$ cat src/rtl/alarm_match_unit.sv
module alarm_match_unit #(
  parameter int NUM_ALARMS = 2,
  parameter int FIELDS     = 8,
  parameter int AW         = 5,
  parameter int FLAG_LSB   = 5
) (
  input  logic          clk,
  input  logic          rst_n,
  input  logic          tick,
  input  logic [7:0]    tm_sec,
  input  logic [7:0]    tm_min,
  input  logic [7:0]    tm_hour,
  input  logic [7:0]    tm_date,
  input  logic [7:0]    tm_month,
  input  logic [7:0]    tm_wday,
  input  logic          wr_en,
  input  logic [AW-1:0] wr_addr,
  input  logic [7:0]    wr_data,
  input  logic          st_rd_start,
  input  logic          st_rd_end,
  output logic [7:0]    status,
  output logic          irq
);
  localparam int FW = $clog2(FIELDS);
  localparam int SW = $clog2(NUM_ALARMS);
  localparam logic [FIELDS-1:0] RSV = 8'b1010_0000;
  localparam logic [AW-1:0] CTL_ADDR = AW'(NUM_ALARMS * FIELDS);

  logic [7:0] alm [NUM_ALARMS][FIELDS];
  logic [7:0] tnow [FIELDS];
  logic [7:0] ictl;
  logic [NUM_ALARMS-1:0] flag, snap, hit, ien;

  always_comb begin
    tnow[0] = tm_sec;
    tnow[1] = tm_min;
    tnow[2] = tm_hour;
    tnow[3] = tm_date;
    tnow[4] = tm_month;
    tnow[5] = 8'h00;
    tnow[6] = tm_wday;
    tnow[7] = 8'h00;
  end

  wire [FW-1:0] w_fld = wr_addr[FW-1:0];
  wire [SW-1:0] w_set = wr_addr[FW +: SW];
  wire          w_alm = wr_en && (wr_addr < CTL_ADDR) && !RSV[w_fld];

  always_ff @(posedge clk or negedge rst_n) begin
    if (!rst_n) begin
      for (int a = 0; a < NUM_ALARMS; a++)
        for (int f = 0; f < FIELDS; f++)
          alm[a][f] <= 8'h00;
      ictl <= 8'h00;
    end else begin
      if (w_alm) alm[w_set][w_fld] <= wr_data;
      if (wr_en && wr_addr == CTL_ADDR) ictl <= wr_data;
    end
  end

  always_comb begin
    for (int a = 0; a < NUM_ALARMS; a++) begin
      logic eq, any;
      eq  = 1'b1;
      any = 1'b0;
      for (int f = 0; f < FIELDS; f++) begin
        any = any | alm[a][f][7];
        if (alm[a][f][7] && alm[a][f][6:0] != tnow[f][6:0]) eq = 1'b0;
      end
      hit[a] = tick && any && eq;
    end
  end

  assign ien = ictl[FLAG_LSB +: NUM_ALARMS];

  always_ff @(posedge clk or negedge rst_n) begin
    if (!rst_n) begin
      flag <= '0;
      snap <= '0;
      irq  <= 1'b0;
    end else begin
      flag <= (flag & ~(st_rd_end ? snap : '0)) | hit;
      if (st_rd_start) snap <= flag;
      irq  <= |(hit & ien & (ictl[7] ? {NUM_ALARMS{1'b1}} : ~flag));
    end
  end

  always_comb begin
    status = 8'h00;
    status[FLAG_LSB +: NUM_ALARMS] = flag;
  end

  logic unused_bits;
  assign unused_bits = ^{tm_sec[7], tm_min[7], tm_hour[7], tm_date[7], tm_month[7], tm_wday[7], ictl[4:0]};

  AST_FLAG_NEEDS_TICK: assert property (@(posedge clk) disable iff (!rst_n)
    !$past(tick) |-> (flag & ~$past(flag)) == '0);
  AST_READ_CLEARS_SNAPSHOT: assert property (@(posedge clk) disable iff (!rst_n)
    (st_rd_end && !tick) |=> (flag & $past(snap)) == '0);
  AST_IRQ_NEEDS_FLAG: assert property (@(posedge clk) disable iff (!rst_n)
    irq |-> (flag != '0));
  AST_IRQ_AFTER_TICK: assert property (@(posedge clk) disable iff (!rst_n)
    irq |-> $past(tick));
  AST_KEEP_UNSNAPPED: assert property (@(posedge clk) disable iff (!rst_n)
    st_rd_end |=> ((($past(flag) & ~$past(snap)) & ~flag) == '0));
endmodule

$ cat config.mk
export PLATFORM = sky130hd
export DESIGN_NAME = alarm_match_unit
export DESIGN_NICKNAME = d
export VERILOG_FILES = /design/src/rtl/alarm_match_unit.sv
export SDC_FILE = /design/constraint.sdc
export NUM_CORES = 1
export LEC_CHECK = 0
export ABC_AREA = 1
export BUFFER_PORTS_ARGS = -buffer_cell sky130_fd_sc_hd__buf_2
export CAP_MARGIN = 20
export CORE_UTILIZATION = 23
export DETAILED_ROUTE_END_ITERATION = 16
export PLACE_DENSITY_LB_ADDON = 0.25
export SLEW_MARGIN = 40
export SYNTH_ARGS = -nofsm -noshare
export SYNTH_HDL_FRONTEND = slang
export SYNTH_SLANG_ARGS = --single-unit
$ cat constraint.sdc
create_clock -name clk -period 1.8 [get_ports clk]
set_input_delay 0.45 -clock clk [delete_from_list [all_inputs] [get_ports clk]]
set_output_delay 0.45 -clock clk [all_outputs]
set_load 0.05 [all_outputs]
==> Word-level counts from Yosys, hierarchy flattened <==
Memory sizes are Yosys's and may differ from the RTL's.
Cells that the tools add are included.
{ "word_totals": {"word_cells": 117, "input_bits": 67, "ff_bits": 141, "mem_count": 1, "output_inout_bits": 9, "mem_bits_ro": 8} }
{ "mem_list": {"columns": ["memory", "depth", "width", "rd", "rd_ports_with_merged_regs", "write_ports", "line", "text"], "rows": [
  ["(no name shown)", 8, 1, 1, 0, 0, "47", "wire w_alm = wr_en && (wr_addr < CTL_ADDR) && !RSV[w_fld];"]
]} }
{ "classes": {"bitwise_logic": 22, "muxes": 24, "n_eq_ne": 13, "reduce_logical": 31, "magnitude_cmp": 6} }
{ "ops": {"columns": ["op", "count"], "rows": [
  ["bitwise mux 128 bit", 1],
  ["inequality test 7 bit", 12],
  ["demux 64 bit (select 1 bit)", 1],
  ["2-to-1 mux 64 bit", 1],
  ["nonzero test 7 bit", 4],
  ["logical AND 1 bit", 25],
  ["demux 8 bit (select 3 bit)", 1],
  ["2-to-1 mux 1 bit", 17],
  ["OR 1 bit", 14],
  ["2-to-1 mux 8 bit", 1],
  ["AND 2 bit", 3],
  ["== test 5 bit (second input constant)", 1],
  ["less-than comparator 5 bit (second input constant)", 1],
  [">= comparator 4 bit (second input constant)", 1],
  ["less-than comparator 3 x 4 -> 1 bit (second input constant)", 1],
  ["less-than comparator 4 x 1 -> 1 bit (second input constant)", 1],
  ["2-to-1 mux 2 bit", 2],
  ["inverter 2 bit", 2],
  ["inverter 3 -> 4 bit", 1],
  [">= comparator 2 bit (second input constant)", 1],
  ["less-than comparator 2 x 1 -> 1 bit (second input constant)", 1],
  ["inverter 1 -> 2 bit", 1],
  ["OR 2 bit", 1],
  ["OR reduction 2 bit", 1],
  ["logical NOT 1 bit", 1]
]} }

==> Logic depth before layout (Yosys ltp) <==
{ "logic_depth": {"ltp_word": 14, "mapped_depth": 11, "ltp_nobuf": 11} }

==> Worst setup path after synthesis <==
Ideal clock, no wire load.
{ "synth_path": {"path_type": "input to register", "startpoint": "in wr_addr[4]", "endpoint": "reg alm[93] in the netlist's numbering", "t_arrival_ps": 1293, "n_path_buf": 1, "stages": 7, "setup_slack_ps": 377, "setup_time_ps": 130, "required_time_ps": 1670, "path_cell_list": "inv_1 > nand3_4 > inv_6 > nand4_4 > buf_6 > nand2_1 > o21ai_2"} }
{ "synth_via": {"elab_chain_len": 3} }
{ "synth_lines": {"columns": ["item", "line", "text"], "rows": [
  ["from (decl)", "17", "input logic [AW-1:0] wr_addr,"],
  ["less-than comparator 5 bit", "47", null],
  ["logical AND 1 bit (2 in series)", "47", null],
  ["to (signal, indexed assignment)", "56", "if (w_alm) alm[w_set][w_fld] <= wr_data;"],
  ["to (decl)", "29", "logic [7:0] alm [NUM_ALARMS][FIELDS];"]
]} }
Every way passes these cells.
A chain may end at the register's enable or synchronous reset.

==> Final worst setup path <==
{ "layout_path": {"startpoint": "reg flag[1]", "endpoint": "out status[6]"} }
{ "layout_lines": {"columns": ["item", "line", "text"], "rows": [
  ["from (decl)", "32", "logic [NUM_ALARMS-1:0] flag, snap, hit, ien;"],
  ["from (signal assigned)", "82", "flag <= (flag & ~(st_rd_end ? snap : '0)) | hit;"],
  ["to (decl)", "21", "output logic [7:0] status,"]
]} }
No word-level cell between the ends.

==> impl_metrics.xml <==
<?xml version="1.0" encoding="UTF-8"?>
<metrics>
  <group name="synth">
    <metric name="synth_area_per_cell" unit="µm²">8.14</metric>
    <metric name="synth.cell_area" unit="µm²">6650</metric>
    <metric name="yosysMostFrequentCell" unit="">sky130_fd_sc_hd__nand2_1</metric>
    <metric name="ys.warnings.count" unit="">0</metric>
    <metric name="synth_largest_type_area_fraction" unit="%">51.1</metric>
    <metric name="synth_enable_flop_cells" unit="">0</metric>
    <metric name="synth_top_flop_cell" unit="">sky130_fd_sc_hd__dfrtp_1</metric>
    <metric name="synth.top_cells.by_count" unit="">sky130_fd_sc_hd__nand2_1 (262), sky130_fd_sc_hd__dfrtp_1 (136), sky130_fd_sc_hd__inv_1 (88), sky130_fd_sc_hd__nor2_1 (83), sky130_fd_sc_hd__o21ai_0 (43)</metric>
    <metric name="yosys.area.top_type" unit="">sky130_fd_sc_hd__dfrtp_1</metric>
    <metric name="ys_async_sr_fraction" unit="%">100</metric>
    <metric name="netlist-cell-type-count" unit="">30</metric>
    <metric name="sequential_cell_area_fraction_in_the_yosys_report" unit="%">51.1</metric>
    <metric name="netlist_instances" unit="">817</metric>
    <metric name="ys_ff_latch" unit="">136</metric>
    <metric name="leading_post_synthesis_cells_by_cell_area" unit="">sky130_fd_sc_hd__dfrtp_1 (51%), sky130_fd_sc_hd__nand2_1 (15%), sky130_fd_sc_hd__inv_1 (5.0%), sky130_fd_sc_hd__nor2_1 (4.7%), sky130_fd_sc_hd__xnor2_1 (4.1%)</metric>
  </group>
  <group name="flow_run">
    <metric name="max_cap_viol_count" unit="">0</metric>
  </group>
  <group name="worst_setup_path">
    <metric name="critPathSlowestCell" unit="">sky130_fd_sc_hd__dfrtp_1</metric>
    <metric name="cpLargestDelayFamily" unit="">flip-flops</metric>
    <metric name="critical_path.reg2reg.endpoint" unit="">irq</metric>
    <metric name="critical_path.max_fanout" unit="">4</metric>
    <metric name="critPathCapture" unit="">status[6]</metric>
    <metric name="slowest_delay" unit="ns">0.41</metric>
    <metric name="crit_path_end_kind" unit="">output pin</metric>
    <metric name="cp_cell_sequence" unit="">buf_2</metric>
    <metric name="crit_cells" unit="">1</metric>
    <metric name="crit_type" unit="">flip-flop to output pin</metric>
    <metric name="timing.reg2reg.setup_slack" unit="ns">0.33</metric>
    <metric name="critical_path.reg2reg.startpoint" unit="">alm[81]</metric>
    <metric name="cp.required" unit="ns">1.35</metric>
    <metric name="setup.worst_path.start" unit="">flag[1]</metric>
    <metric name="critPathLaunchType" unit="">flip-flop</metric>
    <metric name="reg2reg_depth" unit="">9</metric>
    <metric name="timing.critical_path.arrival" unit="ns">1.12</metric>
    <metric name="worstPathBufferInverterCount" unit="">1</metric>
  </group>
  <group name="clock_network">
    <metric name="clock-sinks" unit="">136</metric>
    <metric name="clock_insertion_delay_worst_skew" unit="ns">0.43</metric>
    <metric name="max-clock-path-buffers" unit="">2</metric>
    <metric name="cts.root.buffer_cell" unit="">sky130_fd_sc_hd__clkbuf_16</metric>
    <metric name="cts_htree_levels" unit="">4</metric>
    <metric name="cts_tree" unit="">built</metric>
    <metric name="cts_buffers" unit="">17</metric>
    <metric name="clk_transition_reported_paths" unit="ns">0.06</metric>
  </group>
  <group name="global_routing">
    <metric name="global_route.usage.total" unit="%">11.7</metric>
    <metric name="grt_max_degree" unit="">51</metric>
    <metric name="grt_antenna_before_repair" unit="">2</metric>
    <metric name="grt_pass1_vias" unit="">4760</metric>
    <metric name="grt.overflow.total" unit="">0</metric>
    <metric name="first_pass_grt_wire_length" unit="mm">25.7</metric>
  </group>
  <group name="pwr">
    <metric name="combinationalPowerShare" unit="%">17.9</metric>
    <metric name="share_seq_of_total_power" unit="%">43.5</metric>
    <metric name="switching_power_of_the_nets" unit="mW">2.57</metric>
    <metric name="worst_ir_drop_vdd" unit="mV">0.694</metric>
    <metric name="internal_power_of_the_cells" unit="mW">6.30</metric>
    <metric name="p_clk_share" unit="%">38.6</metric>
    <metric name="power_leakage" unit="nW">3.95</metric>
    <metric name="sw_frac_of_total" unit="%">29.0</metric>
    <metric name="power_density_normalized_to_cell_area" unit="nW/µm²">1130</metric>
  </group>
  <group name="die">
    <metric name="floorplan.initialDensity" unit="%">23.7</metric>
    <metric name="die-width" unit="µm">172</metric>
    <metric name="fp.coreArea" unit="µm²">28100</metric>
    <metric name="rows" unit="">61</metric>
    <metric name="height_of_the_die" unit="µm">172</metric>
    <metric name="floorplan.io_pins" unit="">76</metric>
    <metric name="floorplan.die_area" unit="µm²">29600</metric>
  </group>
  <group name="timing">
    <metric name="post-route-period-util" unit="%">87.5</metric>
    <metric name="timing.final.max_slew_violations" unit="">0</metric>
    <metric name="layout_setup_ws" unit="ns">0.225</metric>
    <metric name="final_hold_vio_count" unit="">0</metric>
    <metric name="grt_setup_unrepaired" unit="">false</metric>
    <metric name="worst_clock_skew" unit="ns">0.00888</metric>
    <metric name="setup_total_negative_slack" unit="ns">0</metric>
    <metric name="final.min_clock_period" unit="ns">1.57</metric>
    <metric name="setup_viol" unit="">0</metric>
    <metric name="achievable-frequency" unit="MHz">635</metric>
  </group>
  <group name="run_status">
    <metric name="status" unit="">finished, final reports clean</metric>
  </group>
  <group name="worst_hold_path">
    <metric name="min-delay-path-class" unit="">input port to flip-flop</metric>
  </group>
  <group name="cells_and_area">
    <metric name="final_layout_size_suffix_gt1_share" unit="%">16.6</metric>
    <metric name="final_core_utilization" unit="%">28.1</metric>
    <metric name="syn2layout_area_growth" unit="%">18.4</metric>
    <metric name="design.final.nets" unit="">931</metric>
  </group>
  <group name="detailed_routing">
    <metric name="drt_iter0_drc" unit="">247</metric>
    <metric name="wl" unit="mm">16.0</metric>
    <metric name="detailroute.via_count" unit="">4848</metric>
    <metric name="route.detailed.wl_per_inst" unit="µm">12.7</metric>
    <metric name="detail_route.vias_per_cell" unit="">3.86</metric>
    <metric name="first_pass_iters" unit="">4</metric>
    <metric name="detail_route.drc_violations" unit="">0</metric>
    <metric name="final_antenna_net_count" unit="">0</metric>
  </group>
  <group name="placement">
    <metric name="dp_hpwl" unit="mm">11.7</metric>
    <metric name="finalWeightedCongestion" unit="">0.736</metric>
    <metric name="port_buffers" unit="">63</metric>
    <metric name="post-place-ws" unit="ns">0.147</metric>
  </group>
</metrics>
-- metal layers --
metal,global-route usage [%],part of all wire [%],vias to the layer above
met1,16.1,50,2204
met5,0,0,-
li1,-,-,2564
met4,4.42,1.5,0
met2,17.8,45,63
met3,2.59,3.4,17
-- cell usage in the layout, fill, tap and decap left out, types with 3 or more instances in the layout --
cell type and count:
sky130_fd_sc_hd__buf_4 11, sky130_fd_sc_hd__inv_1 88, sky130_fd_sc_hd__xor2_1 14, sky130_fd_sc_hd__o21ai_0 42, sky130_fd_sc_hd__o21ai_2 16, sky130_fd_sc_hd__nor2_4 4, sky130_fd_sc_hd__inv_2 3, sky130_fd_sc_hd__clkbuf_16 17
sky130_fd_sc_hd__clkbuf_8 6, sky130_fd_sc_hd__dfrtp_1 136, sky130_fd_sc_hd__nand2_2 6, sky130_fd_sc_hd__xnor2_1 31, sky130_fd_sc_hd__clkinv_2 4, sky130_fd_sc_hd__conb_1 6, sky130_fd_sc_hd__nand2_1 262, sky130_fd_sc_hd__o21ai_1 30
sky130_fd_sc_hd__buf_2 62, sky130_fd_sc_hd__nand2_4 3, sky130_fd_sc_hd__nor2_1 83, sky130_fd_sc_hd__a21oi_1 20, sky130_fd_sc_hd__nand3_1 11
-- metrics by stage --
step / power (mW) / instance area (µm²) / instances / hold WS (ns)
finish: 8.87 / 7880 / 1257 / 0.262
global route: 9.42 / 7880 / 1256 / 0.269
CTS: 9.01 / 7880 / 1255 / 0.247
detailed placement: 5.54 / 7290 / 1222 / 0.339
global placement: 5.50 / 7290 / 1222 / 0.337
floorplan: 5.01 / 6670 / 822 / 0.154
-- sequential cells by signal (all words and copies together) (netlist names) --
| signal | count |
|---|---|
| flag | 2 |
| alm | 128 |
| ictl | 3 |
| snap | 2 |
| irq | 1 |
-- final cells by class --
cell class / count / area [µm²]
clock inverters: 7 / 65.1
multi-input cells: 540 / 2620
fillers: 3132 / 20200
inverters: 92 / 350
flip-flops and latches: 136 / 3400
repair buffers: 77 / 454
well taps: 378 / 473
clock buffers: 25 / 515
diodes: 2 / 5.00
-- kinds of logic (layout without fill, tap and decap cells) --
group | Yosys count | in the layout | share of synthesized area [%]
AOI/OAI and AO/OA | 110 | 110 | 9.25
DFF | 136 | 136 | 51.1
other | 1 | 8 | 0.0564
and+or+nand+nor | 379 | 379 | 23.8
xor gates and xnor gates | 45 | 45 | 5.92
buffers and inverters | 146 | 201 | 9.83
-- repair_timing --
item,4_1_cts,5_1_grt
hold buffers,1,0
endpoints found under the hold margin,21,0
buffers inserted,0,0
endpoints found under the setup margin,0,1
resized for setup,0,1
-- how the worst min path moves through the flow --
stage | from | end | slack [ns] | depth (start not counted)
after global placement | rst_n | alm[90] | 0.34 | 1
final | st_rd_start | snap[1] | 0.26 | 2
after floorplan | rst_n | alm[0] | 0.15 | 0
after CTS | st_rd_start | snap[1] | 0.25 | 2
after detailed placement | rst_n | alm[90] | 0.34 | 1
after global routing | wr_data[2] | alm[114] | 0.27 | 3
-- power by group through the flow --
stage	sequential, mW	combinational (mW)	clock (mW)
after floorplan	3.93	1.08	0
after global placement	3.91	1.59	0
after detailed placement	3.92	1.62	0
after CTS	3.87	1.63	3.51
after global routing	3.93	1.86	3.64
final	3.86	1.59	3.42
No activity file was read; power rests on OpenSTA's default activity.
